## src/rtl/tri_offset_pkg.sv

```systemverilog
// Package: shared types and fixed timing constants for the triangle offset generator.
// Assumes: the conversion latency is a fixed small number of edges.
package tri_offset_pkg;
    // Edges from trigger acceptance to the output load, counting the accepting edge.
    localparam int CONV_LAT = 3;

    // Slope direction of the triangle count.
    typedef enum logic {
        DIR_UP   = 1'b0,
        DIR_DOWN = 1'b1
    } tri_dir_e;
endpackage

```

## src/rtl/tri_wave_counter.sv

```systemverilog
// Module: triangle step counter.
// Moves one step per `step` pulse, between 0 and a peak derived from the amplitude code.
// Assumes: `enable` low clears the state; `step` is a single-cycle pulse.
module tri_wave_counter #(
    parameter int DATA_W = 12,
    parameter int AMP_W  = 4
) (
    input  logic              clk,
    input  logic              rst_n,
    input  logic              enable,
    input  logic              step,
    input  logic [AMP_W-1:0]  amp,
    output logic [DATA_W-1:0] count
);
    import tri_offset_pkg::*;

    localparam int               TOP_AMP = DATA_W - 1;
    localparam logic [DATA_W-1:0] ONE    = DATA_W'(1);
    localparam logic [DATA_W:0]   WONE   = (DATA_W+1)'(1);

    tri_dir_e          dir_q;
    logic [DATA_W-1:0] peak;
    logic [DATA_W:0]   peak_wide;

    // Peak = 2^(amp+1)-1, capped at all ones once the shift would leave the data width.
    always_comb begin
        peak_wide = (WONE << (int'(amp) + 1)) - WONE;
        if (int'(amp) >= TOP_AMP) begin
            peak = '1;
        end else begin
            peak = peak_wide[DATA_W-1:0];
        end
    end

    // Count and direction update: reset or disable clears, each step moves one toward the turning point.
    always_ff @(posedge clk) begin
        if (!rst_n || !enable) begin
            count <= '0;
            dir_q <= DIR_UP;
        end else if (step) begin
            case (dir_q)
                DIR_UP: begin
                    if (count >= peak) begin
                        dir_q <= DIR_DOWN;
                        count <= count - ONE;
                    end else begin
                        count <= count + ONE;
                    end
                end
                default: begin
                    if (count == '0) begin
                        dir_q <= DIR_UP;
                        count <= ONE;
                    end else begin
                        count <= count - ONE;
                    end
                end
            endcase
        end
    end
endmodule

```

## src/rtl/tri_sum_sat.sv

```systemverilog
// Module: saturating adder.
// Adds two unsigned values and clamps the result to all ones on overflow.
// Assumes: unsigned operands of equal width; purely combinational.
module tri_sum_sat #(
    parameter int DATA_W = 12
) (
    input  logic [DATA_W-1:0] base,
    input  logic [DATA_W-1:0] offset,
    output logic [DATA_W-1:0] sum
);
    logic [DATA_W:0] wide;

    // Add with one guard bit, then clamp when the guard bit is set.
    always_comb begin
        wide = {1'b0, base} + {1'b0, offset};
        sum  = wide[DATA_W] ? {DATA_W{1'b1}} : wide[DATA_W-1:0];
    end
endmodule

```

## src/rtl/tri_conv_pipe.sv

```systemverilog
// Module: conversion delay line plus output register.
// Carries an accepted sum through DEPTH-1 stages, then loads the output register.
// A direct load path serves the untriggered mode when no conversion is retiring.
// Assumes: DEPTH >= 2; the caller prevents new entries while `busy`.
module tri_conv_pipe #(
    parameter int DATA_W = 12,
    parameter int DEPTH  = 3
) (
    input  logic              clk,
    input  logic              rst_n,
    input  logic              in_valid,
    input  logic [DATA_W-1:0] in_data,
    input  logic              sw_load,
    input  logic [DATA_W-1:0] sw_data,
    output logic              busy,
    output logic              retire,
    output logic [DATA_W-1:0] out_data,
    output logic              out_load
);
    localparam int NSTG = DEPTH - 1;

    logic [NSTG-1:0]   vld;
    logic [DATA_W-1:0] dat [NSTG];

    // Stage shift: stage 0 takes the new sum, later stages take their predecessor.
    always_ff @(posedge clk) begin
        if (!rst_n) begin
            vld <= '0;
            for (int i = 0; i < NSTG; i++) begin
                dat[i] <= '0;
            end
        end else begin
            for (int i = 0; i < NSTG; i++) begin
                if (i == 0) begin
                    vld[i] <= in_valid;
                    dat[i] <= in_data;
                end else begin
                    vld[i] <= vld[i-1];
                    dat[i] <= dat[i-1];
                end
            end
        end
    end

    assign retire = vld[NSTG-1];
    assign busy   = |vld;

    // Output register: a retiring conversion takes priority over the direct load.
    always_ff @(posedge clk) begin
        if (!rst_n) begin
            out_data <= '0;
            out_load <= 1'b0;
        end else begin
            out_load <= retire;
            if (retire) begin
                out_data <= dat[NSTG-1];
            end else if (sw_load) begin
                out_data <= sw_data;
            end
        end
    end
endmodule

```

## src/rtl/tri_offset_gen.sv

```systemverilog
// Module: triangle offset generator for one converter channel (top).
// Accepts a trigger when idle and adds the triangle count to the held value.
// Loads the clamped sum after the fixed conversion latency, and steps the count at that load.
// Assumes: synchronous active-low reset; trig sampled every edge.
module tri_offset_gen #(
    parameter int DATA_W = 12,
    parameter int AMP_W  = 4
) (
    input  logic              clk,
    input  logic              rst_n,
    input  logic [1:0]        wave_mode,
    input  logic [AMP_W-1:0]  amp_sel,
    input  logic              trig_en,
    input  logic              trig,
    input  logic [DATA_W-1:0] hold_data,
    output logic [DATA_W-1:0] out_data,
    output logic              out_load
);
    import tri_offset_pkg::*;

    logic              tri_on;
    logic              busy;
    logic              retire;
    logic              accept;
    logic [DATA_W-1:0] wave_cnt;
    logic [DATA_W-1:0] offset;
    logic [DATA_W-1:0] sum;

    // Triangle mode is bit 1 of the wave select; a trigger is taken only in trigger mode and when idle.
    assign tri_on = wave_mode[1];
    assign accept = trig_en && trig && !busy;
    assign offset = tri_on ? wave_cnt : '0;

    tri_wave_counter #(
        .DATA_W (DATA_W),
        .AMP_W  (AMP_W)
    ) u_cnt (
        .clk    (clk),
        .rst_n  (rst_n),
        .enable (tri_on),
        .step   (retire),
        .amp    (amp_sel),
        .count  (wave_cnt)
    );

    tri_sum_sat #(
        .DATA_W (DATA_W)
    ) u_sum (
        .base   (hold_data),
        .offset (offset),
        .sum    (sum)
    );

    tri_conv_pipe #(
        .DATA_W (DATA_W),
        .DEPTH  (CONV_LAT)
    ) u_pipe (
        .clk      (clk),
        .rst_n    (rst_n),
        .in_valid (accept),
        .in_data  (sum),
        .sw_load  (!trig_en),
        .sw_data  (hold_data),
        .busy     (busy),
        .retire   (retire),
        .out_data (out_data),
        .out_load (out_load)
    );
endmodule

```

## config.mk

```make
export PLATFORM = sky130hd
export DESIGN_NAME = tri_offset_gen
export DESIGN_NICKNAME = d
export VERILOG_FILES = /design/src/rtl/tri_offset_pkg.sv /design/src/rtl/tri_wave_counter.sv /design/src/rtl/tri_sum_sat.sv /design/src/rtl/tri_conv_pipe.sv /design/src/rtl/tri_offset_gen.sv
export SDC_FILE = /design/constraint.sdc
export NUM_CORES = 1
export LEC_CHECK = 0
export BUFFER_PORTS_ARGS = -buffer_cell sky130_fd_sc_hd__buf_2
export CORE_MARGIN = 4
export CORE_UTILIZATION = 60
export DETAILED_ROUTE_END_ITERATION = 8
export PLACE_DENSITY_LB_ADDON = 0.25
export SETUP_SLACK_MARGIN = 0.1
export SLEW_MARGIN = 10
export SYNTH_ARGS = -nofsm -noshare
export SYNTH_HDL_FRONTEND = slang
export SYNTH_HIERARCHICAL = 1
export SYNTH_SLANG_ARGS = --single-unit
```

## constraint.sdc

```tcl
create_clock -name clk -period 4.9 [get_ports clk]
set_clock_uncertainty 0.2 [all_clocks]
set_input_delay 0.98 -clock clk [delete_from_list [all_inputs] [get_ports clk]]
set_output_delay 0.98 -clock clk [all_outputs]
set_load 0.02 [all_outputs]
```

==> metrics.txt <==
die width=86.9 um; # Max-Cap Violations=0; via count=3,095; Switching Fraction=25.2%; gr usage total=21.9%; Yosys Warn Count=6; Synth cell types=77; flip-flop and latch area=1040 um2; Sw Pwr=221 uW; Post-synth EDFFs=0; I/O pin cnt=35; vias per cell=6.03; PnR Total Power=877 uW; Root Buffer=clkbuf_8; commonest cells after routing, fill and taps aside=dfxtp_1, and2_1, buf_2; cts hold-fix bufs=0; WL per Instance=15.5 um; Die Height=86.9 um; post-cts repair resize count=0; DRT antenna net count=0; mapped cell area=3740 um2; Peak Freq=233 MHz; die area=7560 um2; Starting Density=62.4%; Placement Setup Slack=0.314 ns; RSZ-0062 raised after global routing=no; min Tclk post-route=4.28 ns; syn avg cell area=8.90 um2; most common cell after layout, fill and taps aside=dfxtp_1; CP startpoint kind=input port; vias in the first global route=2,778; Worst Path Required=4.93 ns; dpl hpwl=5740 um; CP Capture Type=flip-flop; Setup TNS Final=0 ns; area grow syn2layout=5.52%; final wirelength=7960 um; CP Class=in -> reg; clk_lat worst skew=0.31 ns; Longest Clk Path Bufs=2; status=finished, final reports clean; ys async rst share=0%; CTS tree=built; CP max FO=15; LEAKAGE=1.86 nW; ys flop type=dfxtp_1; power per cell area=222 nW/um2; Syn Inst Count=420; largest net degree at the start of global routing=44; Clock power frac=34.0%; Rel. slew slack=47.7%; slew at the pin with the worst max-slew slack=0.777 ns; area of the multi-input gates=2500 um2; Port Buffers=33; Clock Pin Slew Worst Setup and Hold Paths=0.10 ns; Hold Fails Final Rpt=0; data arrival time of the worst path=4.32 ns; Flop pwr share=50.8%; Initial DRC Count=202; P_int=656 uW; # fillers=512; placer congestion estimate=0.845; register area share after synthesis=27.8%; CTS H-tree lvls=2; combinational share of power=15.2%; # diodes=0; Worst VDD drop=0.156 mV; Inserted Clock Buffers=5; overflow left after global routing=0; Tcrit/Tclk final=87.4%; row count=28; drt drc=0; initial antenna violation count=0; setup ws final=0.616 ns; synthesized flop and latch total=52; layout cell share with drive strength beyond 1=21.0%; Core Footprint=5990 um2; Tightest Hold Check Type=reg -> reg; first-pass GRT wire length=13,300 um; nets=487; Final setup violation count=0; WHS=0.242 ns; drt pass-1 iters=4; Setup Buffers After CTS=0; Final Max Tran Viols=0; Num Clock Sinks=52
-- worst max-delay path, cell delays in order --
cell and delay, ns:
buf_2 0.15, nor3_1 0.36, nand2b_1 0.14, ha_1 0.38, mux2_2 0.32, o22a_1 0.18, o32ai_1 0.13, ha_1 0.27
o21a_1 0.14, nor2_1 0.05, o41ai_4 0.43, a21o_2 0.39, mux2i_1 0.14, a221oi_2 0.26
-- flip-flops by register name, summed over array words and instances, names as in the netlist --
name	count
u_cnt/count	12
u_cnt/dir_q	1
u_pipe/dat	24
u_pipe/out_data	12
u_pipe/out_load	1
u_pipe/vld	2
-- logic make-up after synthesis --
kind of cell	after synthesis	share of synthesized area [%]
and+or+nand+nor	174	26.9
AOI/OAI and AO/OA	101	20.8
DFF	52	27.8
buffers and inverters	33	5.49
adders and majority gates	28	9.57
muxes	18	6.26
xor gates and xnor gates	13	3.05
other	1	0.100
-- cells in the mapped netlist, types with 4 or more instances --
cell type | instances | area [um2]
nor2_1 | 22 | 82.6
mux2_4 | 10 | 150
nand2b_1 | 10 | 62.6
or2b_1 | 6 | 45.0
a22oi_1 | 4 | 30.0
nor3_1 | 10 | 50.1
dfxtp_1 | 52 | 1040
o21a_1 | 5 | 37.5
a21oi_1 | 23 | 115
buf_6 | 6 | 67.6
clkbuf_1 | 10 | 37.5
and2_1 | 34 | 213
xor2_1 | 5 | 43.8
mux2i_1 | 5 | 50.1
xnor2_1 | 8 | 70.1
nand4_1 | 7 | 43.8
nand2_1 | 31 | 116
nand3_1 | 14 | 70.1
o21ai_0 | 19 | 95.1
or2_2 | 4 | 25.0
and2_2 | 8 | 60.1
o211a_1 | 13 | 130
a31oi_1 | 5 | 31.3
inv_1 | 8 | 30.0
ha_1 | 27 | 338
-- per-layer routing --
metal  global-route usage [%]  wire length, um  up-vias
met1                     29.5             3710     1450
met4                     6.37               76        0
met5                        0                0        -
li1                         -                -     1543
met2                     36.0             3790       94
met3                     3.41              384        8
-- final timing paths --
| check | slack (ns) | end | startpoint | depth (start not counted) |
|---|---|---|---|---|
| min reg2reg | 0.24 | u_pipe/dat[0][16] | u_pipe/dat[0][4] | 1 |
| max | 0.62 | u_cnt/count[11] | amp_sel[2] | 14 |
| min | 0.24 | u_pipe/dat[0][16] | u_pipe/dat[0][4] | 1 |
| max reg2reg | 1.89 | u_pipe/dat[0][9] | u_cnt/count[0] | 9 |
-- final cells by class --
type	count	share of cell area, %
Tap cell	75	2.38
Timing Repair Buffer	34	4.38
Multi-Input combinational cell	336	63.3
Inverter	8	0.761
Sequential cell	52	26.4
Clock inverter	2	0.983
Clock buffer	6	1.84
-- metrics by stage --
stage / std cells / instance area, um2 / util, %
6_report: 513 / 3950 / 65.9
4_1_cts: 513 / 3950 / 65.9
3_5_place_dp: 505 / 3830 / 64.0
5_1_grt: 513 / 3950 / 65.9
2_1_floorplan: 421 / 3740 / -
3_3_place_gp: 505 / 3830 / 64.0
-- power groups by stage --
stage / registers, mW / logic [mW] / clock network [mW]
after floorplan: 0.464 / 0.0928 / 0
after detailed placement: 0.456 / 0.133 / 0
after global placement: 0.455 / 0.129 / 0
final: 0.446 / 0.134 / 0.298
after CTS: 0.446 / 0.134 / 0.306
after global routing: 0.448 / 0.148 / 0.322
Power figures use the tool's default switching activity.
